File: src/rtl/pss_pkg.sv
package pss_pkg;

  // Strobes from the control unit to the stage datapath
  typedef struct packed {
    logic shiftEn;     // edge moves the chain and takes the serial bit
    logic parCapture;  // edge copies the parallel word
    logic parFollow;   // stages are transparent to the parallel word
    logic useHeld;     // frozen parallel word stands in for the stages
  } pss_strobe_t;

endpackage

File: src/rtl/pss_ctrl.sv
module pss_ctrl
  import pss_pkg::*;
#(
  parameter int ASYNC_LOAD = 0
) (
  input  logic        clk,
  input  logic        loadSel,
  output pss_strobe_t strobes
);

  assign strobes.shiftEn    = ~loadSel;
  assign strobes.parCapture = loadSel;

  generate
    if (ASYNC_LOAD != 0) begin : g_async
      // Set at once by the mode; cleared by the first edge seen with the mode low
      logic pendingHold;
      always_ff @(posedge clk or posedge loadSel) begin
        if (loadSel) pendingHold <= 1'b1;
        else         pendingHold <= 1'b0;
      end
      assign strobes.parFollow = loadSel;
      assign strobes.useHeld   = pendingHold & ~loadSel;
    end else begin : g_sync
      assign strobes.parFollow = 1'b0;
      assign strobes.useHeld   = 1'b0;
    end
  endgenerate

endmodule

File: src/rtl/pss_datapath.sv
module pss_datapath
  import pss_pkg::*;
#(
  parameter int ASYNC_LOAD = 0,
  parameter int STAGES     = 8,
  parameter int TAPS       = 3
) (
  input  logic              clk,
  input  logic              serialIn,
  input  logic [STAGES-1:0] parallelIn,
  input  pss_strobe_t       strobes,
  output logic [TAPS-1:0]   taps
);

  localparam int TAP_LO = STAGES - TAPS;

  logic [STAGES-1:0] stageReg;
  logic [STAGES-1:0] heldPar;
  logic [STAGES-1:0] effState;

  generate
    if (ASYNC_LOAD != 0) begin : g_hold
      always_latch begin
        if (strobes.parFollow) heldPar = parallelIn;
      end
    end else begin : g_nohold
      assign heldPar = '0;
    end
  endgenerate

  // Visible content of the chain
  always_comb begin
    if (strobes.parFollow)    effState = parallelIn;
    else if (strobes.useHeld) effState = heldPar;
    else                      effState = stageReg;
  end

  always_ff @(posedge clk) begin
    if (strobes.parCapture)   stageReg <= parallelIn;
    else if (strobes.shiftEn) stageReg <= {effState[STAGES-2:0], serialIn};
  end

  generate
    for (genvar t = 0; t < TAPS; t++) begin : g_tap
      assign taps[t] = effState[TAP_LO + t];
    end
  endgenerate

  // Checker arming: no reset, so wait two edges before trusting $past
  logic [1:0] armCnt = 2'd0;
  always_ff @(posedge clk) begin
    if (armCnt != 2'd2) armCnt <= armCnt + 2'd1;
  end
  logic armed;
  assign armed = (armCnt == 2'd2);

  // the chain moves one place per edge
  p_shift_r2: assert property (@(posedge clk) disable iff (!armed)
    !strobes.parCapture |=> stageReg[STAGES-1:1] == $past(effState[STAGES-2:0]));

  // stage 1 takes the serial bit
  p_serin_r2: assert property (@(posedge clk) disable iff (!armed)
    !strobes.parCapture |=> stageReg[0] == $past(serialIn));

  // a load edge copies the parallel word
  p_load_r4: assert property (@(posedge clk) disable iff (!armed)
    strobes.parCapture |=> stageReg == $past(parallelIn));

  generate
    if (ASYNC_LOAD != 0) begin : g_hold_chk
      // the edge after the mode falls shifts the frozen word
      p_held_r7: assert property (@(posedge clk) disable iff (!armed)
        strobes.useHeld |=> stageReg[STAGES-1:1] == $past(heldPar[STAGES-2:0]));
    end
  endgenerate

endmodule

File: src/rtl/par_ser_shifter.sv
module par_ser_shifter
  import pss_pkg::*;
#(
  parameter int ASYNC_LOAD = 0,
  parameter int STAGES     = 8
) (
  input  logic              clk,
  input  logic              serialIn,
  input  logic              loadSel,
  input  logic [STAGES-1:0] parallelIn,
  output logic              tapStage6,
  output logic              tapStage7,
  output logic              tapStage8
);

  localparam int TAPS = 3;

  pss_strobe_t     strobes;
  logic [TAPS-1:0] taps;

  pss_ctrl #(.ASYNC_LOAD(ASYNC_LOAD)) u_ctrl (
    .clk     (clk),
    .loadSel (loadSel),
    .strobes (strobes)
  );

  pss_datapath #(.ASYNC_LOAD(ASYNC_LOAD), .STAGES(STAGES), .TAPS(TAPS)) u_dp (
    .clk        (clk),
    .serialIn   (serialIn),
    .parallelIn (parallelIn),
    .strobes    (strobes),
    .taps       (taps)
  );

  assign tapStage6 = taps[0];
  assign tapStage7 = taps[1];
  assign tapStage8 = taps[2];

endmodule

File: config.mk
export PLATFORM = sky130hd
export DESIGN_NAME = par_ser_shifter
export DESIGN_NICKNAME = d
export VERILOG_FILES = /design/src/rtl/pss_pkg.sv /design/src/rtl/pss_ctrl.sv /design/src/rtl/pss_datapath.sv /design/src/rtl/par_ser_shifter.sv
export SDC_FILE = /design/constraint.sdc
export NUM_CORES = 1
export LEC_CHECK = 0
export ABC_CLOCK_PERIOD_IN_PS = 1240
export BUFFER_PORTS_ARGS = -buffer_cell sky130_fd_sc_hd__buf_2
export CAP_MARGIN = 20
export CORE_AREA = 2 2 39 41
export CTS_CLUSTER_DIAMETER = 150
export DETAILED_ROUTE_END_ITERATION = 6
export DIE_AREA = 0 0 41 43
export PLACE_DENSITY_LB_ADDON = 0.05
export SLEW_MARGIN = 25
export SYNTH_ARGS = -nofsm -noshare
export SYNTH_HDL_FRONTEND = slang
export SYNTH_SLANG_ARGS = --single-unit
export TNS_END_PERCENT = 100
File: constraint.sdc
create_clock -name clk -period 1.24 [get_ports clk]
set_input_delay 0.124 -clock clk [delete_from_list [all_inputs] [get_ports clk]]
set_output_delay 0.124 -clock clk [all_outputs]
set_load 0.02 [all_outputs]
==> results of run 1 <==
path summary, 6_finish.rpt:
check	to	cells after the start	startpoint	slack [ps]
hold / removal	u_dp.stageReg[3]$_DFF_P_	2	parallelIn[3]	100
hold reg to reg	u_dp.stageReg[3]$_DFF_P_	1	u_dp.stageReg[2]$_DFF_P_	450
setup / recovery	tapStage6	1	u_dp.stageReg[5]$_DFF_P_	380
setup reg to reg	u_dp.stageReg[6]$_DFF_P_	1	u_dp.stageReg[5]$_DFF_P_	560
area by class of cell:
type / instances / area [µm²]
sequential: 8 / 160.2
clock buffer: 3 / 22.52
fill: 145 / 996.0
timing repair buffer: 13 / 65.06
tap: 16 / 20.02
multi-input combinational: 8 / 120.1
cell families (layout without fill, tap and decap cells):
logic type / after synthesis / count (layout) / share of synthesized area
buf+inv: 1 / 16 / 0.03862
flops: 8 / 8 / 0.5493
mux: 8 / 8 / 0.4120
stage by stage:
stage                     utilization  setup slack (ps)  instance area (µm²)
after CTS                      0.2803             365.9                387.9
after floorplan                     -             493.9                291.5
after detailed placement       0.2640             414.4                365.4
after global placement         0.2640             418.9                365.4
final                          0.2803             375.8                387.9
after global routing           0.2803             344.0                387.9
metal layers:
layer | vias to the layer above | routed length (µm)
met5 | - | 0
met4 | 0 | 0
met3 | 0 | 72
met2 | 11 | 183
met1 | 81 | 188
li1 | 88 | -
where the power goes:
group | internal, W | switching, W
Clock | 0.000110 | 0.0000774
Combinational | 0.0000542 | 0.0000319
Sequential | 0.000284 | 0.00000786
synthesized netlist by cell type:
cell type | instances | area [µm²]
dfxtp_1 | 8 | 160.2
buf_6 | 1 | 11.26
mux2_4 | 8 | 120.1
==> impl_metrics.py, run 1 <==
metrics = {
    "layout": {
        "top_register": "u_dp.stageReg",
        "final_common_cell": "buf_2",
        "area_growth_pct": 33.05,
        "largest_register_ff_count": 8,
        "fin_cells": 48,
        "reg.largest.list": "u_dp.stageReg (8)",
        "final_layout_size_suffix_gt1_frac": 0.7500,
        "layout_common_cells": "13 x buf_2, 8 x mux2_4, 8 x dfxtp_1",
        "finalNetCount": 45,
        "antenna_cells": 0,
    },
    "sta": {
        "drv_slew": 0,
        "rsz0062_at_grt": "no",
        "hold_slack_ps": 100.8,
        "setup_viol": 0,
        "fin_crit_ps": 864.2,
        "fin_crit_sh": 0.6969,
        "final.setup_skew_ps": 1.290,
        "slew_headroom": 0.8320,
        "hold_violations": 0,
        "fmax_ghz": 1.157,
        "tns_ps": 0,
        "worst-slew-pin-transition_ps": 251.9,
    },
    "clock_network": {
        "cts_buffer_depth": 2,
        "clk_latency_ps": 240,
        "cts_buffers": 3,
        "path_clk_slew_ps": 50,
        "hold_buffers": 0,
        "clockRootBuffer": "clkbuf_4",
        "postCtsSetupBuffers": 0,
        "cts_tree": "built",
        "cts_resized": 0,
        "htreeDepth": 1,
        "clkSinkCount": 8,
    },
    "global_routing": {
        "overflow": 0,
        "track_usage": 0.06848,
        "grt_max_degree": 9,
        "gr-usage-met3": 0.07853,
        "grt_pass1_wl_um": 745,
        "met1_usage": 0.08117,
        "antenna_found_initial": 0,
        "grt_busiest_layer": "met1",
        "grt_pass1_vias": 176,
        "grt_use_met2": 0.07813,
    },
    "setup_path": {
        "crit_chain": "buf_2",
        "cp.buffers_inverters": 1,
        "cpPeakStageDelay_ps": 330,
        "endpoint_kind": "output pin",
        "crit_fanout": 2,
        "cp_top_family": "flip-flops",
        "required_ps": 1120,
        "worstSetupStartpointType": "register",
        "arrival_ps": 740,
        "crit_slowest_cell": "dfxtp_1",
        "critPathKind": "reg2out",
    },
    "die": {
        "coreArea_mm2": 0.001384,
        "die_area_mm2": 0.001763,
        "die_h_um": 43,
        "num_io_pins": 14,
        "die_x_um": 41,
        "rows": 14,
        "start_util": 0.2107,
    },
    "power_and_ir_drop": {
        "power_density_mw_per_mm2": 1457,
        "p_leak_nw": 0.1982,
        "vdd_drop_max_mv": 0.6237,
        "total_power_w": 0.0005652,
    },
    "run": {
        "cap_violations": 0,
    },
    "detailed_routing": {
        "vias": 180,
        "wirelength_um": 444,
        "ant_nets": 0,
        "wl_per_cell_um": 9.250,
        "drt_iter0_drc": 2,
        "drc": 0,
        "avgViaCountPerCell": 3.750,
        "drt-pass1-iter-count": 3,
    },
    "yosys": {
        "avgSynthCellArea_um2": 17.15,
        "synth_seq_area_share": 0.5494,
        "synthesis.area_um2": 291.5,
        "ys_seq_elements": 8,
        "yosysWarnings": 0,
        "syn_inst": 17,
        "synth_cell_types": 3,
        "synth_nets": 28,
    },
    "placed_design": {
        "gp_congestion": 0.4969,
        "port_buffers": 13,
        "dp_hpwl_um": 330.5,
        "place_inst": 45,
    },
    "min_path": {
        "hold_class": "in2reg",
    },
    "outcome": {
        "status": "complete, no violations",
    },
}
(Power assumes the default switching activity.)
==> run 2, diff against run 1 <==
ABC_CLOCK_PERIOD_IN_PS = 800   (was 1240)
clock period = 0.8 ns   (was 1.24 ns; I/O delays follow)
==> run 2 against run 1 <==
Combinational power grew 72%. Register-to-register slack lost 450 ps. Final cell count unchanged. Setup slack worse by 350 ps. Hold slack worse by 44 ps. Core utilization up 1.3 points. First-iteration DRC count stayed put. Clock skew unchanged. Design area up 4.5%. Critical path depth did not move. Sequential share of layout area down 1.2 points.
==> impl_metrics.py, run 2 (synthesis gave the netlist of run 1 again) <==
metrics = {
    "detailed_routing": {
        "drt_iter0_drc": 2,
        "ant_nets": 0,
        "wirelength_um": 445,
        "drt-pass1-iter-count": 3,
        "drc": 0,
        "vias": 180,
        "avgViaCountPerCell": 3.750,
        "wl_per_cell_um": 9.271,
    },
    "power_and_ir_drop": {
        "vdd_drop_max_mv": 0.9667,
        "power_density_mw_per_mm2": 2210,
        "p_leak_nw": 0.2033,
        "total_power_w": 0.0008961,
    },
    "die": {
        "die_h_um": 43,
        "die_x_um": 41,
        "num_io_pins": 14,
        "coreArea_mm2": 0.001384,
        "die_area_mm2": 0.001763,
        "rows": 14,
        "start_util": 0.2107,
    },
    "placed_design": {
        "dp_hpwl_um": 330.5,
        "gp_congestion": 0.4972,
        "port_buffers": 13,
    },
    "global_routing": {
        "track_usage": 0.06848,
        "grt_pass1_wl_um": 745,
        "grt_pass1_vias": 176,
        "grt_max_degree": 9,
        "overflow": 0,
        "antenna_found_initial": 0,
    },
    "layout": {
        "area_growth_pct": 39.06,
        "final_layout_size_suffix_gt1_frac": 0.8125,
        "layout_common_cells": "10 x buf_2, 8 x mux2_4, 6 x dfxtp_1",
        "post-route-util": 0.2929,
        "antenna_cells": 0,
        "largest_register_ff_count": 8,
        "finalNetCount": 45,
        "reg.largest.list": "u_dp.stageReg (8)",
        "top_register": "u_dp.stageReg",
        "final_common_cell": "buf_2",
    },
    "outcome": {
        "status": "complete, no violations",
    },
    "sta": {
        "rsz0062_at_grt": "no",
        "fin_crit_ps": 770.8,
        "fmax_ghz": 1.297,
        "final.setup_skew_ps": 1.290,
        "slew_headroom": 0.8320,
        "setup_viol": 0,
        "worst-slew-pin-transition_ps": 251.9,
        "hold_slack_ps": 56.81,
        "tns_ps": 0,
        "hold_violations": 0,
        "drv_slew": 0,
        "fin_crit_sh": 0.9634,
    },
    "run": {
        "cap_violations": 0,
    },
    "clock_network": {
        "cts_resized": 5,
        "clk_latency_ps": 240,
        "cts_buffer_depth": 2,
        "htreeDepth": 1,
        "postCtsSetupBuffers": 0,
        "path_clk_slew_ps": 50,
        "cts_buffers": 3,
        "clockRootBuffer": "clkbuf_4",
        "clkSinkCount": 8,
        "hold_buffers": 0,
        "cts_tree": "built",
    },
    "setup_path": {
        "crit_chain": "buf_6",
        "worstSetupStartpointType": "register",
        "endpoint_kind": "output pin",
        "critPathKind": "reg2out",
        "critPathLaunch": "u_dp.stageReg[5]$_DFF_P_",
        "cp.buffers_inverters": 1,
        "reg2reg_from": "u_dp.stageReg[5]$_DFF_P_",
        "crit_slowest_cell": "dfxtp_2",
        "cpPeakStageDelay_ps": 330,
        "reg2reg_slack_ps": 110,
        "required_ps": 720,
        "cp_top_family": "flip-flops",
        "arrival_ps": 690,
        "crit_fanout": 2,
    },
    "min_path": {
        "hold_class": "in2reg",
        "hp-start": "parallelIn[3]",
    },
}
## run 2: cell counts in the layout (fill, tap and decap cells not counted)
Identical to the previous run, type by type.
## run 2: area by class of cell
cell class,instances,area (µm²)
clock buffer,3,22.52
timing repair buffer,13,80.08
multi-input combinational,8,120.1
tap,16,20.02
fill,151,978.4
sequential,8,162.7
## run 2: where the power goes
group / switching (W) / leakage (nW) / internal, W
Clock: 0.000120 / 0.0138 / 0.000170
Combinational: 0.0000493 / 0.122 / 0.0000990
Sequential: 0.0000151 / 0.0675 / 0.000442
Total: 0.000184 / 0.203 / 0.000712
## run 2: routing by layer
layer | share of wire | wire (µm) | up-vias | track usage
met5 | 0 | 0 | - | 0
met4 | 0 | 0 | 0 | 0.02000
met3 | 0.15 | 67 | 0 | 0.07853
met2 | 0.42 | 187 | 11 | 0.07813
met1 | 0.42 | 189 | 81 | 0.08117
li1 | - | - | 88 | -
## run 2: final timing paths
kind,end,depth (start not counted)
worst max-delay path,tapStage6,1
worst min-delay path,u_dp.stageReg[3]$_DFF_P_,2
worst max register to register,u_dp.stageReg[6]$_DFF_P_,1
worst min register to register,u_dp.stageReg[3]$_DFF_P_,1
## run 2: through the flow
| stage | setup WS [ps] | std cells | instance area, µm² |
|---|---|---|---|
| 2_1_floorplan | 53.91 | 17 | 291.5 |
| 3_3_place_gp | 22.92 | 45 | 365.4 |
| 3_5_place_dp | 18.37 | 45 | 365.4 |
| 4_1_cts | 1.218 | 48 | 401.6 |
| 5_1_grt | 5.356 | 48 | 405.4 |
| 6_report | 29.24 | 48 | 405.4 |
==> run 3, diff against run 2 <==
PLACE_DENSITY_LB_ADDON = not set   (was 0.05)
==> run 3 against run 2 <==
Maximum frequency down 0.89%. Core utilization unchanged. Clock skew up 1.6 ps. Largest power group unchanged.
==> impl_metrics.py, run 3 (synthesis gave the netlist of run 1 again) <==
metrics = {
    "outcome": {
        "status": "complete, no violations",
    },
    "clock_network": {
        "hold_buffers": 0,
        "clockRootBuffer": "clkbuf_4",
        "clk_latency_ps": 250,
        "cts_tree": "built",
        "cts_resized": 5,
        "cts_buffers": 3,
        "cts_buffer_depth": 2,
        "path_clk_slew_ps": 50,
        "htreeDepth": 1,
        "clkSinkCount": 8,
        "postCtsSetupBuffers": 0,
    },
    "setup_path": {
        "reg2regPathDepth": 1,
        "cp_top_family": "flip-flops",
        "cp.buffers_inverters": 1,
        "required_ps": 720,
        "crit_slowest_cell": "dfxtp_2",
        "crit_chain": "buf_6",
        "crit_fanout": 2,
        "reg2reg_from": "u_dp.stageReg[5]$_DFF_P_",
        "arrival_ps": 700,
        "endpoint_kind": "output pin",
        "critPathKind": "reg2out",
        "cpPeakStageDelay_ps": 340,
        "worstSetupStartpointType": "register",
        "rr_endpoint": "u_dp.stageReg[6]$_DFF_P_",
        "reg2reg_slack_ps": 110,
    },
    "placed_design": {
        "port_buffers": 13,
        "gp_congestion": 0.5669,
        "dpl-instance-area_um2": 365.4,
        "place_inst": 45,
    },
    "min_path": {
        "min_path_cells": 2,
        "hold_class": "in2reg",
        "hp-start": "parallelIn[2]",
        "hold_end": "u_dp.stageReg[2]$_DFF_P_",
    },
    "global_routing": {
        "met1_usage": 0.07468,
        "gr-usage-met3": 0.07853,
        "grt_busiest_layer": "met3",
        "grt_pass1_vias": 143,
        "grt_max_degree": 9,
        "antenna_found_initial": 0,
        "track_usage": 0.06042,
        "overflow": 0,
        "grt_pass1_wl_um": 614,
        "grt_use_met2": 0.05938,
    },
    "die": {
        "num_io_pins": 14,
        "start_util": 0.2107,
        "rows": 14,
        "die_h_um": 43,
        "die_area_mm2": 0.001763,
        "coreArea_mm2": 0.001384,
        "die_x_um": 41,
    },
    "power_and_ir_drop": {
        "p_int_w": 0.0007120,
        "total_power_w": 0.0009010,
        "p_switching_w": 0.0001890,
        "switching_share": 0.2098,
        "combPwrFrac": 0.166,
        "vdd_drop_max_mv": 0.8702,
        "pwr-share-seq": 0.507,
        "clockPowerShare": 0.326,
        "power_density_mw_per_mm2": 2223,
        "p_leak_nw": 0.2033,
    },
    "detailed_routing": {
        "drc": 0,
        "drt_iter0_drc": 0,
        "vias": 181,
        "drt-pass1-iter-count": 1,
        "avgViaCountPerCell": 3.771,
        "wl_per_cell_um": 9.438,
        "wirelength_um": 453,
        "ant_nets": 0,
    },
    "sta": {
        "drv_slew": 0,
        "fin_crit_ps": 777.7,
        "hold_violations": 0,
        "fmax_ghz": 1.286,
        "tns_ps": 0,
        "worst-slew-pin-transition_ps": 249.6,
        "final.setup_skew_ps": 2.934,
        "setup_viol": 0,
        "slew_headroom": 0.8336,
        "rsz0062_at_grt": "yes",
        "fin_crit_sh": 0.9721,
    },
    "layout": {
        "largest_register_ff_count": 8,
        "final_layout_size_suffix_gt1_frac": 0.8125,
        "fin_cells": 48,
        "reg.largest.list": "u_dp.stageReg (8)",
        "top_register": "u_dp.stageReg",
        "finalNetCount": 45,
        "fin_area_um2": 405.4,
        "antenna_cells": 0,
        "final_common_cell": "buf_2",
        "layout_common_cells": "10 x buf_2, 8 x mux2_4, 6 x dfxtp_1",
        "area_growth_pct": 39.06,
        "post-route-util": 0.2929,
    },
    "run": {
        "cap_violations": 0,
    },
}
## run 3: cell counts in the layout (fill, tap and decap cells not counted)
Identical to the previous run, type by type.
## run 3: per-stage QoR
step                      hold slack (ps)  setup WS (ps)
final                               59.72          22.31
after global routing                42.61         -9.002
after CTS                           49.44          1.261
after detailed placement            310.0          29.86
after global placement              305.7          41.45
after floorplan                     222.9          53.91
## run 3: power groups by stage
stage	combinational (W)	clock [W]	sequential, W
2_1_floorplan	0.0000755	0	0.000478
3_3_place_gp	0.000133	0	0.000461
3_5_place_dp	0.000135	0	0.000459
4_1_cts	0.000148	0.000314	0.000456
5_1_grt	0.000160	0.000338	0.000460
6_report	0.000150	0.000294	0.000457
## run 3: routing by layer
metal  routed length [µm]  vias up
li1                     -       89
met1                  227       76
met2                  145       16
met3                   80        0
met4                    0        0
met5                    0        -
## run 3: worst max path at each step
stage	cells after the start	endpoint	from	slack (ps)
finish	1	tapStage6	u_dp.stageReg[5]$_DFF_P_	20
global route	1	tapStage6	u_dp.stageReg[5]$_DFF_P_	-9
global placement	2	u_dp.stageReg[3]$_DFF_P_	loadSel	40
floorplan	1	u_dp.stageReg[6]$_DFF_P_	u_dp.stageReg[5]$_DFF_P_	50
detailed placement	2	u_dp.stageReg[1]$_DFF_P_	loadSel	30
CTS	1	tapStage7	u_dp.stageReg[6]$_DFF_P_	1
## run 3: area by class of cell
type	count	area (µm²)
Clock buffer	3	22.52
Fill cell	141	978.4
Multi-Input combinational cell	8	120.1
Sequential cell	8	162.7
Tap cell	16	20.02
Timing Repair Buffer	13	80.08
